**src/rtl/rv_core.sv**
```systemverilog
module rv_core #(
  parameter logic [31:0] RESET_PC = 32'h0000_0000
) (
  input  logic        clk,
  input  logic        rst,
  output logic [31:0] pc_o,
  input  logic [31:0] instr_i,
  output logic [31:0] dmem_addr_o,
  output logic [31:0] dmem_wdata_o,
  output logic [3:0]  dmem_wstrb_o,
  output logic        dmem_rd_o,
  input  logic [31:0] dmem_rdata_i
);

  localparam logic [6:0] OPC_OP    = 7'b0110011;
  localparam logic [6:0] OPC_OPIMM = 7'b0010011;
  localparam logic [6:0] OPC_LOAD  = 7'b0000011;
  localparam logic [6:0] OPC_STORE = 7'b0100011;
  localparam logic [6:0] OPC_BR    = 7'b1100011;
  localparam logic [6:0] OPC_JAL   = 7'b1101111;
  localparam logic [6:0] OPC_LUI   = 7'b0110111;
  localparam logic [6:0] OPC_AUIPC = 7'b0010111;

  logic [31:0] pc_q;
  logic [31:0] regs [0:31];

  wire [6:0] opc  = instr_i[6:0];
  wire [4:0] rd   = instr_i[11:7];
  wire [2:0] f3   = instr_i[14:12];
  wire [4:0] rs1  = instr_i[19:15];
  wire [4:0] rs2  = instr_i[24:20];
  wire       alt  = instr_i[30];

  wire is_op    = opc == OPC_OP;
  wire is_opimm = opc == OPC_OPIMM;
  wire is_load  = opc == OPC_LOAD;
  wire is_store = opc == OPC_STORE;
  wire is_br    = opc == OPC_BR;
  wire is_jal   = opc == OPC_JAL;
  wire is_lui   = opc == OPC_LUI;
  wire is_auipc = opc == OPC_AUIPC;

  wire [31:0] imm_i = {{20{instr_i[31]}}, instr_i[31:20]};
  wire [31:0] imm_s = {{20{instr_i[31]}}, instr_i[31:25], instr_i[11:7]};
  wire [31:0] imm_b = {{19{instr_i[31]}}, instr_i[31], instr_i[7], instr_i[30:25], instr_i[11:8], 1'b0};
  wire [31:0] imm_u = {instr_i[31:12], 12'b0};
  wire [31:0] imm_j = {{11{instr_i[31]}}, instr_i[31], instr_i[19:12], instr_i[20], instr_i[30:21], 1'b0};

  wire [31:0] rv1 = (rs1 == 5'd0) ? 32'd0 : regs[rs1];
  wire [31:0] rv2 = (rs2 == 5'd0) ? 32'd0 : regs[rs2];

  logic [31:0] opa, opb, alu;

  always_comb begin
    opa = rv1;
    opb = imm_i;
    if (is_op)         opb = rv2;
    else if (is_store) opb = imm_s;
    else if (is_lui)   begin opa = 32'd0; opb = imm_u; end
    else if (is_auipc) begin opa = pc_q;  opb = imm_u; end
  end

  always_comb begin
    alu = opa + opb;
    if (is_op || is_opimm) begin
      case (f3)
        3'b000:  alu = (is_op && alt) ? opa - opb : opa + opb;
        3'b001:  alu = opa << opb[4:0];
        3'b101:  alu = alt ? 32'($signed(opa) >>> opb[4:0]) : opa >> opb[4:0];
        3'b110:  alu = opa | opb;
        3'b111:  alu = opa & opb;
        default: alu = opa + opb;
      endcase
    end
  end

  wire        wr_en   = is_op | is_opimm | is_load | is_lui | is_auipc;
  wire [31:0] wb_data = is_load ? dmem_rdata_i : alu;

  always_ff @(posedge clk) begin
    if (wr_en && rd != 5'd0) regs[rd] <= wb_data;
  end

  wire        taken   = is_br & ((rv1 == rv2) ^ f3[0]);
  wire [31:0] pc_next = is_jal ? pc_q + imm_j :
                        taken  ? pc_q + imm_b :
                                 pc_q + 32'd4;

  always_ff @(posedge clk) begin
    if (rst) pc_q <= RESET_PC;
    else     pc_q <= pc_next;
  end

  assign pc_o         = pc_q;
  assign dmem_addr_o  = alu;
  assign dmem_wdata_o = rv2;
  assign dmem_wstrb_o = {4{is_store}};
  assign dmem_rd_o    = is_load;

endmodule

```
**config.mk**
```make
export PLATFORM = sky130hd
export DESIGN_NAME = rv_core
export DESIGN_NICKNAME = d
export VERILOG_FILES = /design/src/rtl/rv_core.sv
export SDC_FILE = /design/constraint.sdc
export NUM_CORES = 2
export LEC_CHECK = 0
export BUFFER_PORTS_ARGS = -buffer_cell sky130_fd_sc_hd__buf_4
export CORE_MARGIN = 5
export CORE_UTILIZATION = 35
export DETAILED_ROUTE_END_ITERATION = 12
export MAX_ROUTING_LAYER = met4
export PLACE_DENSITY = 0.55
export SLEW_MARGIN = 15
export SYNTH_ARGS = -nofsm -noshare
export SYNTH_HDL_FRONTEND = slang
export SYNTH_SLANG_ARGS = --single-unit
```
**constraint.sdc**
```tcl
create_clock -name clk -period 13.8 [get_ports clk]
set_input_delay 2.07 -clock clk [delete_from_list [all_inputs] [get_ports clk]]
set_output_delay 2.07 -clock clk [all_outputs]
set_load 0.01 [all_outputs]
```
Word level (Yosys, flattened, before mapping). Memory sizes are Yosys's and may differ from the RTL's. Cells that the tools add are included.

Add/subtract/negate cells: 5. Equal/unequal tests: 13. Shifts and indexed selects: 3. Mux-type cells: 19. Bitwise gates (word level): 8. Reduce and logical (&&, ||, !) cells: 7.

Operators by type and width (count): $mux 32 (13); $pmux 32 s5 (1); $add 32x32->32 (3); $mux 31 (3); $add 32x3->32 const B (1); $and 32x32->32 (1); $eq 32x32->1 (1); $or 32x32->32 (1); $shl 32x5->32 (1); $shr 32x5->32 (1); $sshr 32x5->32 (1); $sub 32x32->32 (1); $eq 7x6->1 const B (3); $eq 7x5->1 const B (2); $eq 7x7->1 const B (2); $logic_not 5->1 (2); $eq 3x3->1 const B (3); $eq 7x2->1 const B (1); $reduce_bool 5->1 (1); $or 1x1->1 (4); $eq 3x1->1 const B (1); $logic_not 3->1 (1); $logic_and 1x1->1 (2); $mux 1 (2); 3 further kinds (3).

Register bits after elaboration: 32. RAM bits: 1024. Input port bits: 66. Logic and storage cells: 57. Memories kept: 1.

Memory list: regs (depth 32, bits a word 32, read ports 2, clocked after memory_dff 0, write ports 1, line 25) `logic [31:0] regs [0:31];`.

Depth between registers and ports, before layout.
Depth in word-level cells: 11. Gate-level depth with buffers: 28. Gate-level depth less buffers: 21.

Least setup slack after synthesis. Ideal clock, no wire load.

Path kind: input-to-output. From: input instr_i[21]. To: output dmem_addr_o[29]. Arrival: 7688 ps. Data required time: 11730 ps. Setup slack: 4042 ps. Stages: 24. Buffers on the path: 9. Cells stage by stage: buf_4 buf_4 buf_2 buf_4 buf_2 mux4_2 a211o_1 nand3_1 a21o_1 buf_2 buf_1 clkbuf_1 ha_1 clkbuf_1 o211ai_1 a21boi_0 a211oi_1 nor3_1 o2111ai_1 a2111oi_0 nor2_1 o311ai_0 a311oi_1 o32a_1.

Word-level cells in the longest chain between the ends: 8.

Ends and longest elaborated chain: start: declaration (line 7) `input logic [31:0] instr_i,`; parallel branches: the longest is 3 deep, another holds $mem_v2 32x32; $mux 32 * (line 57) `if (is_op) opb = rv2;`; $add 32x32->32, or another cell as far along (line 64, 67, 72); $mux 32 (on tied branches) (line 67, 69); $pmux 32 s5 (line 66) `case (f3)`; $mux 32 * (line 65) `if (is_op || is_opimm) begin`; end: declaration (line 8) `output logic [31:0] dmem_addr_o,`.

Mark *: on every way between the ends.

Worst setup path in the final report.
From: input instr_i[23]. To: output dmem_addr_o[29].

Same word-level chain as after synthesis.

==> reports/metrics.yaml <==
syn_inst: 4894
ios: 167
rrSetupSlack_ps: 6350
yosysUniqueCellTypes: 111
maxCapViolations: 0
clk_latency_ps: 770
die_w_um: 434.6
seq_area_um2: 31370
worst_pin_slew_ps: 1328
setup_viol: 0
netlist_area_um2: 63110
grt_usage_pct: 30.31
avgRoutedWirePerCell_um: 38.00
numCtsBuffers: 114
dp_slack_ps: 2308
intPower_uw: 6306
clk_transition_reported_paths_ps: 60
arrival_ps: 9570
drt_pre_antenna_iters: 8
cpLargestDelayFamily: "compound AO/OA/AOI/OAI gates"
area_growth_pct: 13.03
path_class: "input port to output port"
portBuffers: 165
crit_required_ps: 11730
period_needed_ps: 11640
timing.final.crit_share_pct: 84.37
gp_congestion: 1.007
clkPwrFrac_pct: 33.6
max_freq_mhz: 85.89
ir_drop_mv: 0.1035
cts_max_path_buffers: 3
holdBufCountCts: 0
critical_path.max_fanout: 30
cp-end-kind: "output port"
synth-main-ff-cell: "edfxtp_1"
rsz0062_at_grt: "no"
multi_input_area_um2: 29780
ys_ff_latch: 1055
p_switching_uw: 2927
cp_slowest_stage_delay_ps: 820
status: "complete, no violations"
hp-class: "register to register"
antenna_found_initial: 12
cts_sinks: 1055
slew-limit-headroom_pct: 10.86
dr.first_iter.drc_count: 6996
ant_nets: 0
viasPerCell: 6.529
crit_chain: "buf_4, buf_4, or3b_2, buf_4, o22ai_1, a2111oi_0, a211oi_1, o221a_2, ha_1, nor4_1, nand2_1, nor3_1, o2111ai_1, a2111oi_0, nor2_1, o311ai_0, a311oi_1, o32a_1, buf_4"
drt-total-wl_um: 285300
syn-mean-instance-area_um2: 12.90
fp-row-count: 155
synth-async-reset-ratio_pct: 0
core_area_um2: 179000
fin_nets: 5262
gr-total-overflow: 0
cts_setup_buffers: 0
grt_max_degree: 80
synth_edf_count: 1024
die_area_um2: 188900
leakagePower_uw: 0.02527
drv_slew: 0
slowest_stage: "a2111oi_0"
yosysSeqAreaShare_pct: 49.70
switching_share_pct: 31.70
hold_viol: 0
power_density_nw_per_um2: 129.4
cts_tree: "yes"
p_comb_share_pct: 24.0
hpwlAfterDp_um: 192100
synth.yosys.warnings: 0
vias: 49020
initial_core_util_pct: 35.26
sequentialPowerShare_pct: 42.4
grt_pass1_wl_um: 388300
layout-drive-gt1-share_pct: 20.16
cts_root_buffer: "clkbuf_16"
cts.repair.resized: 0
drc: 0
cp.buffers_inverters: 4
fillers: 16850
critPathMostFrequentCell: "buf_4"
grt_pass1_vias: 47290
fin_setup_tns_ps: 0
cp-start-kind: "input port"
cts_max_level: 3
fin_skew_ps: 82.12
die_h_um: 434.6
setup_ws_ps: 2157
==> area by class of cell <==
type                            count  share of cell area, %
Tap cell                         2355                  4.131
Clock buffer                      135                  4.110
Multi-Input combinational cell   3366                  41.74
Antenna cell                       10                0.03508
Inverter                          136                 0.7156
Clock inverter                     73                  1.117
Sequential cell                  1055                  43.98
Timing Repair Buffer              378                  4.173
==> registers in the layout, summed over array words and instances (netlist names) <==
name / cells
pc_o: 31
regs: 1024
==> metal layers <==
layer	track usage [%]	routed length (um)	up-vias	part of all wire, %
met1	36.61	104500	24980	37
li1	-	-	19990	-
met3	6.325	28590	817	10
met2	46.72	130300	3228	46
met4	18.74	22010	0	7.7
met5	-	0	-	0
==> kinds of logic (layout without fill, tap and decap cells) <==
group	Yosys count	in the layout	synth area share, %
other cells	1	43	0.005942
buf+inv	505	722	4.163
fa+ha+maj	145	145	2.922
xor+xnor	116	116	1.610
simple gates	948	948	7.212
mux	886	886	20.54
compound gates	1238	1238	13.84
flops	1055	1055	49.70
==> synth_stat cells, drive strengths merged, types with 19 or more instances <==
| cell type | instances | area share (%) |
|---|---|---|
| a211oi | 80 | 0.96 |
| a21o | 43 | 0.52 |
| a21oi | 292 | 2.3 |
| a221oi | 40 | 0.58 |
| a22o | 46 | 0.64 |
| a22oi | 206 | 2.5 |
| a311oi | 25 | 0.37 |
| a31oi | 38 | 0.38 |
| and2 | 29 | 0.29 |
| and3 | 44 | 0.44 |
| buf | 200 | 2.3 |
| clkbuf | 169 | 1.0 |
| dfxtp | 31 | 0.98 |
| edfxtp | 1024 | 49 |
| ha | 141 | 2.8 |
| inv | 134 | 0.80 |
| mux2 | 44 | 0.79 |
| mux2i | 522 | 8.3 |
| mux4 | 320 | 11 |
| nand2 | 245 | 1.5 |
| nand2b | 20 | 0.20 |
| nand3 | 103 | 0.82 |
| nand4 | 29 | 0.30 |
| nor2 | 273 | 1.6 |
| nor2b | 26 | 0.26 |
| nor3 | 80 | 0.65 |
| nor4 | 19 | 0.26 |
| o211ai | 28 | 0.33 |
| o21a | 21 | 0.25 |
| o21ai | 122 | 0.97 |
| o21bai | 22 | 0.26 |
| o221a | 23 | 0.41 |
| o221ai | 33 | 0.47 |
| o22ai | 40 | 0.40 |
| o31ai | 25 | 0.30 |
| or3 | 37 | 0.37 |
| xnor2 | 87 | 1.2 |
| xor2 | 29 | 0.40 |
==> worst reg2reg max path, delay by kind of cell, from the launching register on <==
family                   cells  cell delay [ps]
flip-flops                   1              380
adder cells (fa/ha/maj)      1              420
AND/OR/NAND/NOR              4             1240
multiplexers                 2             1040
AO/OA/AOI/OAI                9             3900
==> power by group through the flow <==
stage	Sequential, uW	Combinational, uW	Clock, uW
finish	3920	2210	3100
global route	3920	2290	3260
CTS	3920	2160	3130
detailed placement	3990	2150	0
global placement	3980	2150	0
floorplan	3980	1170	0
==> metrics by stage <==
step                area [um^2]  cells  utilization, %  power [uW]  hold WS, ps
global route              71330   7507           39.85        9470        840.3
CTS                       71290   7497           39.83        9207        794.8
detailed placement        67560   7289           37.75        6140        780.6
floorplan                 63230   4926               -        5151        541.0
global placement          67560   7289           37.75        6137        793.2
finish                    71330   7508           39.85        9233        788.6
==> cell usage in the layout, fill, tap and decap left out, types with 34 or more instances in the layout <==
| master | netlist | routed |
|---|---|---|
| nand2_1 | 245 | 245 |
| ha_1 | 141 | 141 |
| a22oi_1 | 203 | 203 |
| buf_4 | 45 | 365 |
| edfxtp_1 | 1024 | 1024 |
| xnor2_1 | 87 | 87 |
| nor3_1 | 78 | 72 |
| nor2_1 | 271 | 236 |
| nand3_1 | 102 | 101 |
| a31oi_1 | 38 | 34 |
| a21o_1 | 42 | 41 |
| mux4_2 | 311 | 311 |
| clkbuf_16 | 0 | 114 |
| or3_1 | 37 | 37 |
| and3_1 | 44 | 44 |
| mux2_2 | 43 | 43 |
| o21ai_0 | 115 | 114 |
| mux2i_1 | 522 | 522 |
| a22o_1 | 46 | 46 |
| o22ai_1 | 40 | 40 |
| inv_1 | 132 | 130 |
| a221oi_1 | 37 | 36 |
| a211oi_1 | 79 | 79 |
| a21oi_1 | 292 | 292 |
==> worst paths after layout <==
check | start | to | cells after the start
worst min register to register | pc_o[12]$_SDFF_PP0_ | pc_o[12]$_SDFF_PP0_ | 3
worst max register to register | regs[24][13]$_DFFE_PP_ | regs[0][29]$_DFFE_PP_ | 16
worst min-delay path | pc_o[12]$_SDFF_PP0_ | pc_o[12]$_SDFF_PP0_ | 3
worst max-delay path | instr_i[23] | dmem_addr_o[29] | 19
Note: power is estimated with default switching activity, not from simulation.
